<file path="config.mk">
export PLATFORM = sky130hd
export DESIGN_NAME = lc_cfg_regs
export DESIGN_NICKNAME = d
export VERILOG_FILES = /design/src/rtl/lc_pkg.sv /design/src/rtl/lc_cfg_regs.sv
export SDC_FILE = /design/constraint.sdc
export NUM_CORES = 1
export LEC_CHECK = 0
export ABC_CLOCK_PERIOD_IN_PS = 1960
export BUFFER_PORTS_ARGS = -buffer_cell sky130_fd_sc_hd__buf_2
export CORE_MARGIN = 3
export CORE_UTILIZATION = 45
export DETAILED_ROUTE_END_ITERATION = 8
export GPL_ROUTABILITY_DRIVEN = 0
export PLACE_DENSITY = 0.71
export SETUP_SLACK_MARGIN = 0.3
export SLEW_MARGIN = 20
export SYNTH_ARGS = -nofsm -noshare
export SYNTH_HDL_FRONTEND = slang
export SYNTH_SLANG_ARGS = --single-unit
</file>
<file path="constraint.sdc">
create_clock -name clk_i -period 1.96 [get_ports clk_i]
set_input_delay 0.196 -clock clk_i [delete_from_list [all_inputs] [get_ports clk_i]]
set_output_delay 0.196 -clock clk_i [all_outputs]
set_load 0.02 [all_outputs]
</file>
<file path="src/rtl/lc_pkg.sv">
package lc_pkg;
  localparam int unsigned ADDR_CTRL   = 0;
  localparam int unsigned ADDR_MASK   = 1;
  localparam int unsigned ADDR_CLR_HI = 2;
  localparam int unsigned ADDR_CLR_LO = 3;
  localparam int unsigned ADDR_LIM0   = 4;
  localparam int unsigned CTRL_FLAG   = 0;
  localparam int unsigned CTRL_CLK    = 1;
  localparam int unsigned CTRL_REG    = 2;
  localparam int unsigned CTRL_W      = 3;
endpackage

</file>
<file path="src/rtl/lc_cfg_regs.sv">
module lc_cfg_regs
  import lc_pkg::*;
#(
  parameter int unsigned N_CH   = 7,
  parameter int unsigned LIM_W  = 9,
  parameter int unsigned ADDR_W = 5,
  parameter int unsigned DATA_W = 9
) (
  input  logic                       clk_i,
  input  logic                       rst_ni,
  input  logic                       we_i,
  input  logic [ADDR_W-1:0]          addr_i,
  input  logic [DATA_W-1:0]          wdata_i,
  output logic [N_CH-1:0][LIM_W-1:0] hi_lim_o,
  output logic [N_CH-1:0][LIM_W-1:0] lo_lim_o,
  output logic [N_CH-1:0]            mask_o,
  output logic [CTRL_W-1:0]          ctrl_o,
  output logic [N_CH-1:0]            clr_hi_o,
  output logic [N_CH-1:0]            clr_lo_o
);
  always_ff @(posedge clk_i or negedge rst_ni) begin
    if (!rst_ni) begin
      mask_o <= '0;
      ctrl_o <= '0;
    end else if (we_i) begin
      if (addr_i == ADDR_W'(ADDR_MASK)) mask_o <= wdata_i[N_CH-1:0];
      if (addr_i == ADDR_W'(ADDR_CTRL)) ctrl_o <= wdata_i[CTRL_W-1:0];
    end
  end

  // clear strobes are single-cycle, applied in the channels
  assign clr_hi_o = (we_i && addr_i == ADDR_W'(ADDR_CLR_HI)) ? wdata_i[N_CH-1:0] : '0;
  assign clr_lo_o = (we_i && addr_i == ADDR_W'(ADDR_CLR_LO)) ? wdata_i[N_CH-1:0] : '0;

  for (genvar c = 0; c < N_CH; c++) begin : g_lim
    localparam int unsigned HI_ADDR = ADDR_LIM0 + 2 * c;
    always_ff @(posedge clk_i or negedge rst_ni) begin
      if (!rst_ni) begin
        hi_lim_o[c] <= '0;
        lo_lim_o[c] <= '0;
      end else if (we_i) begin
        if (addr_i == ADDR_W'(HI_ADDR))     hi_lim_o[c] <= wdata_i[LIM_W-1:0];
        if (addr_i == ADDR_W'(HI_ADDR + 1)) lo_lim_o[c] <= wdata_i[LIM_W-1:0];
      end
    end
  end

  p_mask_write_r7: assert property (@(posedge clk_i) disable iff (!rst_ni)
    (we_i && addr_i == ADDR_W'(ADDR_MASK)) |=> (mask_o == $past(wdata_i[N_CH-1:0])));
endmodule

</file>
==> results of run 1 <==
[cells in the final DEF, fill, tap and decap left out, drive strengths merged]
master         n
clkbuf        23
clkinv         4
and4bb         3
nor2           2
nor4b          1
dlygate4sd3    1
nand2         11
mux2         136
or3            1
and3           7
buf          176
nor3b          2
and2           7
nor2b          5
dfrtp        136
clkinvlp       2
bufinv         2
nand4b         1
[per-stage QoR]
step | setup WS (ns) | hold WS, ns | area [sq um]
finish | 0.386 | 0.279 | 6960
global route | 0.326 | 0.301 | 6960
CTS | 0.404 | 0.283 | 6960
detailed placement | 0.210 | 0.188 | 6360
global placement | 0.252 | 0.180 | 6360
floorplan | 0.624 | -0.0996 | 5310
[worst paths after layout]
check	from	endpoint	slack, ns	cells past startpoint
max in group asynchronous	rst_ni	hi_lim_o[26]$_DFFE_PN0P_	1.00	3
min in group asynchronous	rst_ni	hi_lim_o[49]$_DFFE_PN0P_	0.32	2
max reg2reg	hi_lim_o[42]$_DFFE_PN0P_	hi_lim_o[42]$_DFFE_PN0P_	1.16	1
max	addr_i[3]	clr_lo_o[5]	0.39	5
min	wdata_i[8]	hi_lim_o[44]$_DFFE_PN0P_	0.28	2
min reg2reg	mask_o[6]$_DFFE_PN0P_	mask_o[6]$_DFFE_PN0P_	0.50	1
[logic make-up after synthesis]
| kind of cell | Yosys count | share of synthesized area |
|---|---|---|
| AND/OR/NAND/NOR | 40 | 0.0509 |
| multiplexers | 136 | 0.295 |
| buffers and inverters | 16 | 0.0139 |
| flip-flops | 136 | 0.641 |
[flip-flops by register name (all words and copies together), names as in the netlist]
register and cells:
ctrl_o 3, hi_lim_o 63, lo_lim_o 63, mask_o 7
[critical path, cell delays in order]
cell	delay [ns]
buf_2	0.14
nor4b_4	0.35
nor2b_2	0.36
and2_1	0.17
buf_2	0.16
[power by group through the flow]
stage / combinational, mW / sequential (mW) / clock [mW]
after detailed placement: 2.08 / 3.68 / 0
after global routing: 2.19 / 3.70 / 3.29
after global placement: 2.05 / 3.65 / 0
after CTS: 2.09 / 3.64 / 3.15
after floorplan: 0.540 / 4.35 / 0
final: 2.05 / 3.63 / 3.10
[synth_stat cells, drive strengths merged]
master,instances
dfrtp,136
mux2,136
nand2,11
clkbuf,10
and2,7
and3,7
buf,6
nor2b,5
and4bb,3
nor2,2
nor3b,2
nand4b,1
nor4b,1
or3,1
[per-layer routing]
metal / global-route usage / vias up / wire, um
met1: 0.269 / 1756 / 5590
met2: 0.363 / 96 / 6830
met4: 0.0760 / 0 / 192
li1: - / 1513 / -
met5: 0 / - / 0
met3: 0.0555 / 17 / 707
[timing repair]
action	CTS	global route
hold buffers	1	0
endpoints found under the setup margin	2	0
gates resized for setup	1	0
hold endpoints to repair	52	0
[cell type report]
type,count,area share
repair buffers,177,0.136
clock buffers,23,0.0701
clock inverters,8,0.0137
flip-flops and latches,136,0.489
well taps,143,0.0257
multi-input cells,176,0.266
==> results.json, run 1 <==
{
  "status": "finished, final reports clean",
  "yosys_warnings": 0,
  "ir_drop_uv": 657,
  "p_total_mw": 8.78,
  "switching_share": 0.297,
  "first_global_vias": 3713,
  "dp.final_hpwl_um": 9520,
  "nFillCells": 901,
  "std_cell_rows": 39,
  "critPathKind": "input pin to output port",
  "pwr_density_cell_nw_per_um2": 1260,
  "stdcell_count": 663,
  "post-cts-setup-buffers": 0,
  "place_inst": 631,
  "io_pins": 167,
  "fin_crit_sh": 0.803,
  "synth_top_cell_area_share": 0.641,
  "synth_area_leader_cell": "dfrtp_1",
  "clockBufferDepth": 2,
  "port_buffers": 166,
  "routed_wirelength_um": 13300,
  "tightest_slew_ns": 0.565,
  "yosys-top-cells-area": "dfrtp_1 64%, mux2_2 27%, mux2_4 2.5%, and2_1 0.82%, and3_1 0.82%",
  "avgSynthCellArea_sq_um": 16.2,
  "die_area_sq_um": 13100,
  "synth_area_sq_um": 5310,
  "nets": 525,
  "drive_above_1_share": 0.671,
  "chipHeight_um": 115,
  "grt_pass1_wl_um": 20900,
  "max_slew_margin": 0.623,
  "power_frac_clock": 0.353,
  "cap_violations": 0,
  "syn2layout_area_growth_pct": 31.0,
  "cts_tree": "built",
  "finalHoldViolations": 0,
  "clock_skew_ns": 0,
  "final_antenna_net_count": 0,
  "crit_arrival_ns": 1.38,
  "syn-num-nets": 345,
  "seqCellArea_sq_um": 3400,
  "clock-sinks": 136,
  "vias_per_cell": 5.10,
  "period_needed_ns": 1.57,
  "start_kind": "input pin",
  "worstSkewPairLatency_ns": 0.40,
  "antenna_found_initial": 0,
  "setup_viol": 0,
  "post-route-drc-count": 0,
  "power_leakage_nw": 3.69,
  "p_switching_mw": 2.61,
  "post_synth_num_cell_types": 19,
  "drt_iter0_drc": 158,
  "rsz0062_at_grt": "no",
  "final_util": 0.607,
  "crit_path_max_fanout": 7,
  "synth_seq_cells": 136,
  "grt_usage": 0.215,
  "syn-instance-count": 328,
  "wl_per_cell_um": 20.1,
  "hp-class": "input pin to register",
  "combPwrFrac": 0.233,
  "cts_made_buffers": 17,
  "ys_seq_area_frac": 0.641,
  "coreArea_sq_um": 11500,
  "detailroute.via_count": 3382,
  "htree_levels": 4,
  "end_kind": "output port",
  "fin_tns_setup_ns": 0,
  "initial_core_util": 0.463,
  "antenna_cells": 0,
  "die_w_um": 115,
  "multi_input_area_sq_um": 1850,
  "overflow": 0,
  "cts-root-buf": "clkbuf_16",
  "first_pass_iters": 4,
  "grt_max_degree": 55,
  "clk_pin_slew_ns": 0.06,
  "pwr-share-seq": 0.414,
  "crit_required_ns": 1.76,
  "p_int_mw": 6.17,
  "slew_violations": 0,
  "max_freq_mhz": 635
}
Note: power is estimated with default switching activity, not from simulation.
==> run 2, diff against run 1 <==
ABC_CLOCK_PERIOD_IN_PS = 1300   (was 1960)
PLACE_DENSITY = 0.74   (was 0.71)
clock period = 1.3 ns   (was 1.96 ns; I/O delays follow)
==> results.json, run 2 (same netlist as run 1, synthesis figures left out) <==
{
  "nets": 600,
  "overflow": 0,
  "rsz0062_at_grt": "yes",
  "p_int_mw": 11.4,
  "power_frac_clock": 0.339,
  "final_antenna_net_count": 0,
  "initial_core_util": 0.463,
  "crit_required_ns": 1.17,
  "wl_per_cell_um": 22.2,
  "fin_crit_sh": 1.00,
  "setup_viol": 2,
  "io_pins": 167,
  "detailroute.via_count": 3803,
  "p_total_mw": 16.0,
  "tightest_slew_ns": 0.473,
  "antenna_found_initial": 0,
  "cts_tree": "built",
  "std_cell_rows": 39,
  "die_w_um": 115,
  "power_leakage_nw": 4.49,
  "top_regs": "hi_lim_o (63), lo_lim_o (63), mask_o (7)",
  "antenna_cells": 0,
  "routed_wirelength_um": 16400,
  "ir_drop_uv": 1090,
  "dp_slack_ns": -0.224,
  "pwr-share-seq": 0.359,
  "drt_iter0_drc": 250,
  "hp-class": "input pin to register",
  "start_kind": "input pin",
  "final_common_cell": "buf_6",
  "grt_max_degree": 54,
  "end_kind": "output port",
  "grt_pass1_wl_um": 24000,
  "clockBufferDepth": 2,
  "mostFrequentLayoutCells": "167 x buf_6, 136 x dfrtp_1, 101 x mux2_2, 66 x buf_4, 35 x mux2_4",
  "stdcell_count": 739,
  "clock-sinks": 136,
  "slew_violations": 0,
  "worstSkewPairLatency_ns": 0.42,
  "first_global_vias": 4144,
  "coreArea_sq_um": 11500,
  "p_switching_mw": 4.52,
  "cap_violations": 0,
  "placed_cell_area_sq_um": 6580,
  "htree_levels": 4,
  "chipHeight_um": 115,
  "combPwrFrac": 0.302,
  "vias_per_cell": 5.15,
  "fin_ws_ns": -0.00252,
  "crit_path_max_fanout": 7,
  "status": "finished, violations left",
  "first_pass_iters": 4,
  "crit_chain": "buf_2 > nand2_1 > buf_4 > nor2b_4 > and2_4 > buf_6",
  "crit_arrival_ns": 1.17,
  "post-route-drc-count": 0,
  "finalInstanceArea_sq_um": 8900,
  "max_freq_mhz": 768,
  "syn2layout_area_growth_pct": 67.5,
  "critPathMaxStageDelay_ns": 0.23,
  "clock_skew_ns": 0,
  "dp.final_hpwl_um": 9780,
  "pwr_density_cell_nw_per_um2": 1790,
  "period_needed_ns": 1.30,
  "switching_share": 0.283,
  "crit_slowest_cell": "nor2b_4",
  "grt_usage": 0.249,
  "port_buffers": 166,
  "place_inst": 642,
  "max_slew_margin": 0.684,
  "cts_made_buffers": 17,
  "drive_above_1_share": 0.758,
  "fin_tns_setup_ns": -0.00363,
  "finalHoldViolations": 0,
  "cts-root-buf": "clkbuf_16",
  "critPathKind": "input pin to output port",
  "violations": "negative setup slack",
  "die_area_sq_um": 13100,
  "clk_pin_slew_ns": 0.06
}
-- run 2: timing repair --
| action | in CTS | in global routing |
|---|---|---|
| hold buffers | 1 | 0 |
| pin swaps | 3 | 4 |
| cloned | 2 | 2 |
| hold endpoints to repair | 136 | 0 |
| buffers inserted | 38 | 22 |
| endpoints found under the setup margin | 181 | 241 |
| gates resized for setup | 321 | 40 |
-- run 2: through the flow --
step            util  hold WS [ns]
3_5_place_dp   0.574        0.0174
2_1_floorplan      -        -0.166
5_1_grt        0.776         0.128
6_report       0.776         0.129
4_1_cts        0.749        0.0944
3_3_place_gp   0.574        0.0111
-- run 2: per-layer routing --
metal  vias to the layer above  GRT usage  routed length (um)
li1                       1665          -                   -
met1                      2006      0.294                6540
met2                       111      0.434                8740
met3                        21     0.0640                 783
met4                         0     0.0974                 343
met5                         -          0                   0
-- run 2: layout make-up --
cell class                 instances  area [sq um]
sequential                       136          3400
timing repair buffer             252          2570
fill                             614          2570
multi-input combinational        176          2080
clock buffer                      19           443
clock inverter                    13           225
tap                              143           179
-- run 2: worst paths after layout --
check	slack [ns]	depth (start not counted)	from	end
worst max-delay path	-0.003	6	addr_i[1]	clr_lo_o[4]
worst min register to register	0.53	1	hi_lim_o[24]$_DFFE_PN0P_	hi_lim_o[24]$_DFFE_PN0P_
min in group asynchronous	0.15	2	rst_ni	lo_lim_o[39]$_DFFE_PN0P_
max in group asynchronous	0.58	3	rst_ni	lo_lim_o[26]$_DFFE_PN0P_
worst min-delay path	0.13	2	wdata_i[4]	hi_lim_o[40]$_DFFE_PN0P_
worst max register to register	0.26	3	mask_o[4]$_DFFE_PN0P_	mask_o[4]$_DFFE_PN0P_
-- run 2: power by group through the flow --
stage          Clock, mW  Sequential (mW)  Combinational, mW
2_1_floorplan          0             6.56              0.887
3_3_place_gp           0             5.52               3.17
3_5_place_dp           0             5.56               3.23
4_1_cts             5.49             5.68               4.53
5_1_grt             5.65             5.80               5.04
6_report            5.41             5.72               4.82
-- run 2: worst max-delay path: cells and delay by family --
family	cells	cell delay [ns]
buffers and inverters	3	0.46
AND/OR/NAND/NOR	3	0.58
